`config.mk`:
```
export PLATFORM = sky130hd
export DESIGN_NAME = ovh_insert_port
export DESIGN_NICKNAME = d
export VERILOG_FILES = /design/src/rtl/ovh_insert_pkg.sv /design/src/rtl/ovh_frame_ctr.sv /design/src/rtl/ovh_bit_path.sv /design/src/rtl/ovh_byte_path.sv /design/src/rtl/ovh_insert_port.sv
export SDC_FILE = /design/constraint.sdc
export NUM_CORES = 1
export LEC_CHECK = 0
export BUFFER_PORTS_ARGS = -buffer_cell sky130_fd_sc_hd__buf_2
export CAP_MARGIN = 0
export CORE_MARGIN = 2
export CORE_UTILIZATION = 30
export CTS_CLUSTER_DIAMETER = 30
export CTS_CLUSTER_SIZE = 30
export DETAILED_ROUTE_END_ITERATION = 7
export GPL_ROUTABILITY_DRIVEN = 0
export GPL_TIMING_DRIVEN = 0
export PLACE_DENSITY = 0.52
export SKIP_LAST_GASP = 1
export SLEW_MARGIN = 10
export SYNTH_ARGS = -nofsm -noshare
export SYNTH_HDL_FRONTEND = slang
export SYNTH_SLANG_ARGS = --single-unit
```
`constraint.sdc`:
```
create_clock -name clk -period 2.4 [get_ports clk]
set_input_delay 0.12 -clock clk [delete_from_list [all_inputs] [get_ports clk]]
set_output_delay 0.12 -clock clk [all_outputs]
set_load 0.05 [all_outputs]
```
`src/rtl/ovh_insert_pkg.sv`:
```
`timescale 1ns/1ps
package ovh_insert_pkg;
   typedef enum logic {
      MODE_OVH  = 1'b0,
      MODE_BYTE = 1'b1
   } port_mode_e;

   function automatic int unsigned cnt_width(input int unsigned n);
      return (n < 2) ? 1 : $clog2(n);
   endfunction
endpackage

```
`src/rtl/ovh_frame_ctr.sv`:
```
`timescale 1ns/1ps
module ovh_frame_ctr
   import ovh_insert_pkg::*;
#(
   parameter int PAYLOAD_BITS = 84,
   parameter int BLOCKS       = 56,
   parameter int BYTE_W       = 8,
   localparam int BIT_W       = cnt_width(PAYLOAD_BITS + 1),
   localparam int BLK_W       = cnt_width(BLOCKS),
   localparam int PH_W        = cnt_width(BYTE_W)
) (
   input  logic             clk,
   input  logic             rst,
   input  logic             mode_req_i,
   output logic             oh_now,
   output logic             oh_next,
   output logic             first_now,
   output logic [BLK_W-1:0] blk_idx,
   output logic [PH_W-1:0]  ph_idx,
   output port_mode_e       act_mode,
   output port_mode_e       nxt_mode
);
   logic [BIT_W-1:0] bit_q;
   logic [BLK_W-1:0] blk_q;
   logic [PH_W-1:0]  ph_q;
   port_mode_e       mode_q;

   logic bit_wrap, blk_wrap, ph_wrap, frame_last;

   assign bit_wrap   = (bit_q == BIT_W'(PAYLOAD_BITS));
   assign blk_wrap   = (blk_q == BLK_W'(BLOCKS - 1));
   assign ph_wrap    = (ph_q  == PH_W'(BYTE_W - 1));
   assign frame_last = bit_wrap && blk_wrap;

   always_ff @(posedge clk) begin
      if (rst) begin
         bit_q  <= '0;
         blk_q  <= '0;
         ph_q   <= '0;
         mode_q <= port_mode_e'(mode_req_i);
      end else begin
         bit_q <= bit_wrap ? '0 : bit_q + 1'b1;
         if (bit_wrap)
            blk_q <= blk_wrap ? '0 : blk_q + 1'b1;
         ph_q <= ph_wrap ? '0 : ph_q + 1'b1;
         if (frame_last)
            mode_q <= port_mode_e'(mode_req_i);
      end
   end

   assign oh_now    = (bit_q == '0);
   assign oh_next   = bit_wrap;
   assign first_now = oh_now && (blk_q == '0);
   assign blk_idx   = blk_q;
   assign ph_idx    = ph_q;
   assign act_mode  = mode_q;
   assign nxt_mode  = frame_last ? port_mode_e'(mode_req_i) : mode_q;
endmodule

```
`src/rtl/ovh_bit_path.sv`:
```
`timescale 1ns/1ps
module ovh_bit_path
   import ovh_insert_pkg::*;
#(
   parameter int BLOCKS = 56,
   localparam int BLK_W = cnt_width(BLOCKS)
) (
   input  logic              clk,
   input  logic              rst,
   input  port_mode_e        act_mode,
   input  port_mode_e        nxt_mode,
   input  logic              oh_now,
   input  logic              oh_next,
   input  logic              first_now,
   input  logic [BLK_W-1:0]  blk_idx,
   input  logic [BLOCKS-1:0] cfg_ovh_i,
   input  logic              pay_bit_i,
   input  logic              ins_req_i,
   input  logic              ovh_dat_i,
   output logic              ser_o,
   output logic              frm_o,
   output logic              en_o
);
   logic en_q, frm_q, ser_q;
   logic is_active, take_ext, oh_bit;

   assign is_active = (act_mode == MODE_OVH);
   assign take_ext  = en_q && ins_req_i;
   assign oh_bit    = take_ext ? ovh_dat_i : cfg_ovh_i[blk_idx];

   always_ff @(posedge clk) begin
      if (rst) begin
         en_q  <= 1'b0;
         frm_q <= 1'b0;
         ser_q <= 1'b0;
      end else begin
         en_q  <= (nxt_mode == MODE_OVH) && oh_next;
         frm_q <= is_active && first_now;
         ser_q <= is_active && (oh_now ? oh_bit : pay_bit_i);
      end
   end

   assign ser_o = ser_q;
   assign frm_o = frm_q;
   assign en_o  = en_q;
endmodule

```
`src/rtl/ovh_byte_path.sv`:
```
`timescale 1ns/1ps
module ovh_byte_path
   import ovh_insert_pkg::*;
#(
   parameter int BYTE_W    = 8,
   parameter bit MSB_FIRST = 1'b1,
   localparam int PH_W     = cnt_width(BYTE_W),
   localparam int HALF     = BYTE_W / 2
) (
   input  logic              clk,
   input  logic              rst,
   input  port_mode_e        act_mode,
   input  logic [PH_W-1:0]   ph_idx,
   input  logic [BYTE_W-1:0] byte_i,
   output logic              ser_o,
   output logic              dclk_o
);
   logic [BYTE_W-1:0] sh_q, sh_next;
   logic              ser_q, dclk_q;
   logic              is_active, load, first_bit, next_bit;

   assign is_active = (act_mode == MODE_BYTE);
   assign load      = is_active && (ph_idx == '0);

   generate
      if (MSB_FIRST) begin : g_msb
         assign first_bit = byte_i[BYTE_W-1];
         assign next_bit  = sh_q[BYTE_W-1];
         assign sh_next   = load ? {byte_i[BYTE_W-2:0], 1'b0}
                                 : {sh_q[BYTE_W-2:0], 1'b0};
      end else begin : g_lsb
         assign first_bit = byte_i[0];
         assign next_bit  = sh_q[0];
         assign sh_next   = load ? {1'b0, byte_i[BYTE_W-1:1]}
                                 : {1'b0, sh_q[BYTE_W-1:1]};
      end
   endgenerate

   always_ff @(posedge clk) begin
      if (rst) begin
         sh_q   <= '0;
         ser_q  <= 1'b0;
         dclk_q <= 1'b0;
      end else begin
         dclk_q <= is_active && (ph_idx < PH_W'(HALF));
         ser_q  <= is_active && (load ? first_bit : next_bit);
         if (is_active)
            sh_q <= sh_next;
      end
   end

   assign ser_o  = ser_q;
   assign dclk_o = dclk_q;
endmodule

```
`src/rtl/ovh_insert_port.sv`:
```
`timescale 1ns/1ps
module ovh_insert_port
   import ovh_insert_pkg::*;
#(
   parameter int PAYLOAD_BITS = 84,
   parameter int BLOCKS       = 56,
   parameter int BYTE_W       = 8,
   parameter bit MSB_FIRST    = 1'b1
) (
   input  logic              clk,
   input  logic              rst,
   input  logic              mode_req_i,
   input  logic [BLOCKS-1:0] cfg_ovh_i,
   input  logic              pay_bit_i,
   input  logic              ins_req_i,
   input  logic              ovh_dat_i,
   input  logic [BYTE_W-1:0] byte_i,
   output logic              mark_o,
   output logic              ovh_en_o,
   output logic              ser_o
);
   localparam int FRAME_LEN = BLOCKS * (PAYLOAD_BITS + 1);
   localparam int BLK_W     = cnt_width(BLOCKS);
   localparam int PH_W      = cnt_width(BYTE_W);

   generate
      if (PAYLOAD_BITS < 1) begin : g_bad_payload
         $error("PAYLOAD_BITS must be at least 1");
      end
      if (BLOCKS < 1) begin : g_bad_blocks
         $error("BLOCKS must be at least 1");
      end
      if (BYTE_W < 2) begin : g_bad_byte
         $error("BYTE_W must be at least 2");
      end
      if ((FRAME_LEN % BYTE_W) != 0) begin : g_bad_align
         $error("frame length must be a whole number of bytes");
      end
   endgenerate

   logic             oh_now, oh_next, first_now;
   logic [BLK_W-1:0] blk_idx;
   logic [PH_W-1:0]  ph_idx;
   port_mode_e       act_mode, nxt_mode;
   logic             ovh_ser, ovh_frm, ovh_en;
   logic             byt_ser, byt_dclk;

   ovh_frame_ctr #(
      .PAYLOAD_BITS(PAYLOAD_BITS),
      .BLOCKS      (BLOCKS),
      .BYTE_W      (BYTE_W)
   ) u_ctr (
      .clk       (clk),
      .rst       (rst),
      .mode_req_i(mode_req_i),
      .oh_now    (oh_now),
      .oh_next   (oh_next),
      .first_now (first_now),
      .blk_idx   (blk_idx),
      .ph_idx    (ph_idx),
      .act_mode  (act_mode),
      .nxt_mode  (nxt_mode)
   );

   ovh_bit_path #(
      .BLOCKS(BLOCKS)
   ) u_ovh (
      .clk      (clk),
      .rst      (rst),
      .act_mode (act_mode),
      .nxt_mode (nxt_mode),
      .oh_now   (oh_now),
      .oh_next  (oh_next),
      .first_now(first_now),
      .blk_idx  (blk_idx),
      .cfg_ovh_i(cfg_ovh_i),
      .pay_bit_i(pay_bit_i),
      .ins_req_i(ins_req_i),
      .ovh_dat_i(ovh_dat_i),
      .ser_o    (ovh_ser),
      .frm_o    (ovh_frm),
      .en_o     (ovh_en)
   );

   ovh_byte_path #(
      .BYTE_W   (BYTE_W),
      .MSB_FIRST(MSB_FIRST)
   ) u_byte (
      .clk     (clk),
      .rst     (rst),
      .act_mode(act_mode),
      .ph_idx  (ph_idx),
      .byte_i  (byte_i),
      .ser_o   (byt_ser),
      .dclk_o  (byt_dclk)
   );

   // Each path holds its registers at zero while the other mode is active.
   assign ser_o    = ovh_ser | byt_ser;
   assign mark_o   = ovh_frm | byt_dclk;
   assign ovh_en_o = ovh_en;
endmodule

```
==> results.cfg <==
[clock_tree]
htreeDepth = 2
clockBufferDepth = 2
postCtsResizedCells = 0
clk_pin_slew_ps = 70
cts_setup_buffers = 0
cts_inserted_buffers = 5
postCtsHoldBufs = 0
clock_sinks = 29
cts_tree = done
clk_latency_ps = 280
cts_root_buf = clkbuf_8

[grt]
grt_overflow = 0
track_usage = 0.146
grt_pass1_wl_mm = 7.36
grt_pass1_vias = 1559
antenna_found_initial = 0
grt_max_degree = 11

[synthesis]
synth_area_leaders = dfxtp_1 (32%), mux4_1 (10%), mux4_2 (7.5%)
yosys_register_bits = 29
synth_cell_types = 43
synth_area_per_cell_um2 = 9.42
ys_seq_area_frac = 0.321
syn-cell-area_mm2 = 0.00181
synth_top_cell_by_area = dfxtp_1
syn_inst = 192
synth_flop_cell = dfxtp_1
async_flop_share = 0
synth_top_cell_area_share = 0.321
mappedNetlistNets = 269
synth_edf_count = 0
yosys_warnings = 0

[job]
drv_cap = 0

[worst_setup_path]
setup.worst_path.class = register to register
r2r-end = u_ctr.act_mode
timing.rr.start = u_ctr.bit_q[0]
crit_start = u_ctr.bit_q[0]
arrival_ps = 2170
crit_path_end_kind = register
crit_path_end = u_ctr.act_mode
cp_max_fo = 8
r2r_cells = 6
rrSetupSlack_ps = 400
critPathLaunchType = register
crit_required_ps = 2560

[drt]
drt_iter0_drc = 104
dr.pass1.iters = 4
finalWirelength_mm = 4.53
detail-route-antenna-nets = 0
viasPerCell = 4.85
post_drt_wl_per_cell_um = 13.1
drc_errors = 0
vias = 1677

[timing]
min_period_ps = 2000
maxSlewViolCount = 0
fin_setup_tns_ps = 0
rsz0062_at_grt = false
worst_pin_slew_ps = 480
skew_ps = 9.87
setup_viol = 0
period_share = 0.835
max_freq_ghz = 0.499
hold_violations = 0
slew-limit-headroom = 0.677

[finish]
nets = 347
drive_gt1_frac = 0.362
final_util = 0.398
seq_area_um2 = 581
multiInputGateArea_mm2 = 0.00112
fillers = 603
finalInstanceArea_mm2 = 0.00234
n_antenna_cell = 0
syn_to_final_growth_pct = 29.4
finalNonFillerCells = 346

[floorplan]
die_h_um = 81.7
ioPinCount = 73
start_util = 0.307
rows = 28
die-area_mm2 = 0.00667
core_area_mm2 = 0.00589
die_width_um = 81.7

[power]
p_leak_nw = 0.988
irDropWorstVdd_v = 0.000297
power.density_mw_per_mm2 = 470
finalPower_mw = 1.10

[hold_path]
hold_class = input port to register
hold_depth = 3

[place]
dp_hpwl_mm = 3.62
place_area_mm2 = 0.00226
dp.cells = 338
io_buffers = 71

[status]
outcome = finished, final reports clean
-- per-stage QoR --
step,setup WS [ps],hold WS (ps)
6_report,396,91.3
5_1_grt,256,92.3
4_1_cts,382,90.5
3_5_place_dp,399,379
3_3_place_gp,393,374
2_1_floorplan,629,254
-- cell usage after synthesis, types with 4 or more instances --
cell       n
a311oi_1   6
ha_1       7
dfxtp_1   29
nand3b_1   4
nor3_1     5
a21oi_1    4
nand3_1    7
mux4_1     7
inv_1     10
nand2_1   25
nor2_1    26
mux4_2     6
clkbuf_1   7
xor2_1     4
xnor2_1    6
-- sequential cells by signal, summed over array words and instances (netlist names) --
register	flops
u_ovh.en_o	1
u_byte.dclk_o	1
u_ctr.bit_q	7
u_ovh.ser_o	1
u_byte.sh_q	7
u_ctr.blk_idx	6
u_ctr.ph_idx	3
u_byte.ser_o	1
u_ovh.frm_o	1
u_ctr.act_mode	1
-- how the worst min path moves through the flow --
stage / slack [ps] / start / endpoint
final: 90 / byte_i[7] / u_byte.ser_o
after global routing: 90 / mode_req_i / u_ctr.act_mode
after CTS: 90 / byte_i[0] / u_byte.sh_q[1]
after detailed placement: 380 / byte_i[0] / u_byte.sh_q[1]
after global placement: 370 / byte_i[0] / u_byte.sh_q[1]
after floorplan: 250 / byte_i[7] / u_byte.ser_o
-- power breakdown --
part           switching [mW]  internal [mW]
clock                   0.184          0.200
combinational          0.0950         0.0988
sequential             0.0136          0.509
total                   0.292          0.808
-- cells in the final DEF (no fill, tap or decap), types with 7 or more instances in the layout --
master and count:
nor2_1 26, ha_1 7, nand3_1 7, dfxtp_1 29
inv_1 10, buf_2 73, nand2_1 25, mux4_1 7
clkbuf_1 8
-- per-layer routing --
layer | share of wire | global-route usage | wire [µm] | vias to the layer above
li1 | - | - | - | 853
met1 | 0.46 | 0.185 | 2070 | 784
met2 | 0.49 | 0.241 | 2230 | 29
met3 | 0.038 | 0.0352 | 173 | 11
met4 | 0.014 | 0.0500 | 63 | 0
met5 | 0 | 0 | 0 | -
-- cells by family (layout without fill, tap and decap cells) --
kind of cell             Yosys count  after routing  synth area share
AND/OR/NAND/NOR                   89             89             0.243
flip-flops                        29             29             0.321
buffers and inverters             22            101            0.0622
AO/OA/AOI/OAI                     19             19            0.0823
multiplexers                      16             16             0.194
XOR/XNOR                          10             10            0.0484
adder cells (fa/ha/maj)            7              7            0.0484
-- worst max-delay path, cell delays in order (launching register included) --
cell and delay, ps:
dfxtp_1 330, inv_1 60, ha_1 130, or3b_4 400, nor2_2 330, a21o_1 290
mux2_2 360
-- layout make-up --
type / count / area share
flip-flops and latches: 29 / 0.248
well taps: 75 / 0.0401
repair buffers: 71 / 0.152
clock inverters: 2 / 0.00428
multi-input cells: 141 / 0.477
clock buffers: 6 / 0.0310
inverters: 10 / 0.0160
plain buffers: 12 / 0.0321
Note: power is estimated with default switching activity, not from simulation.
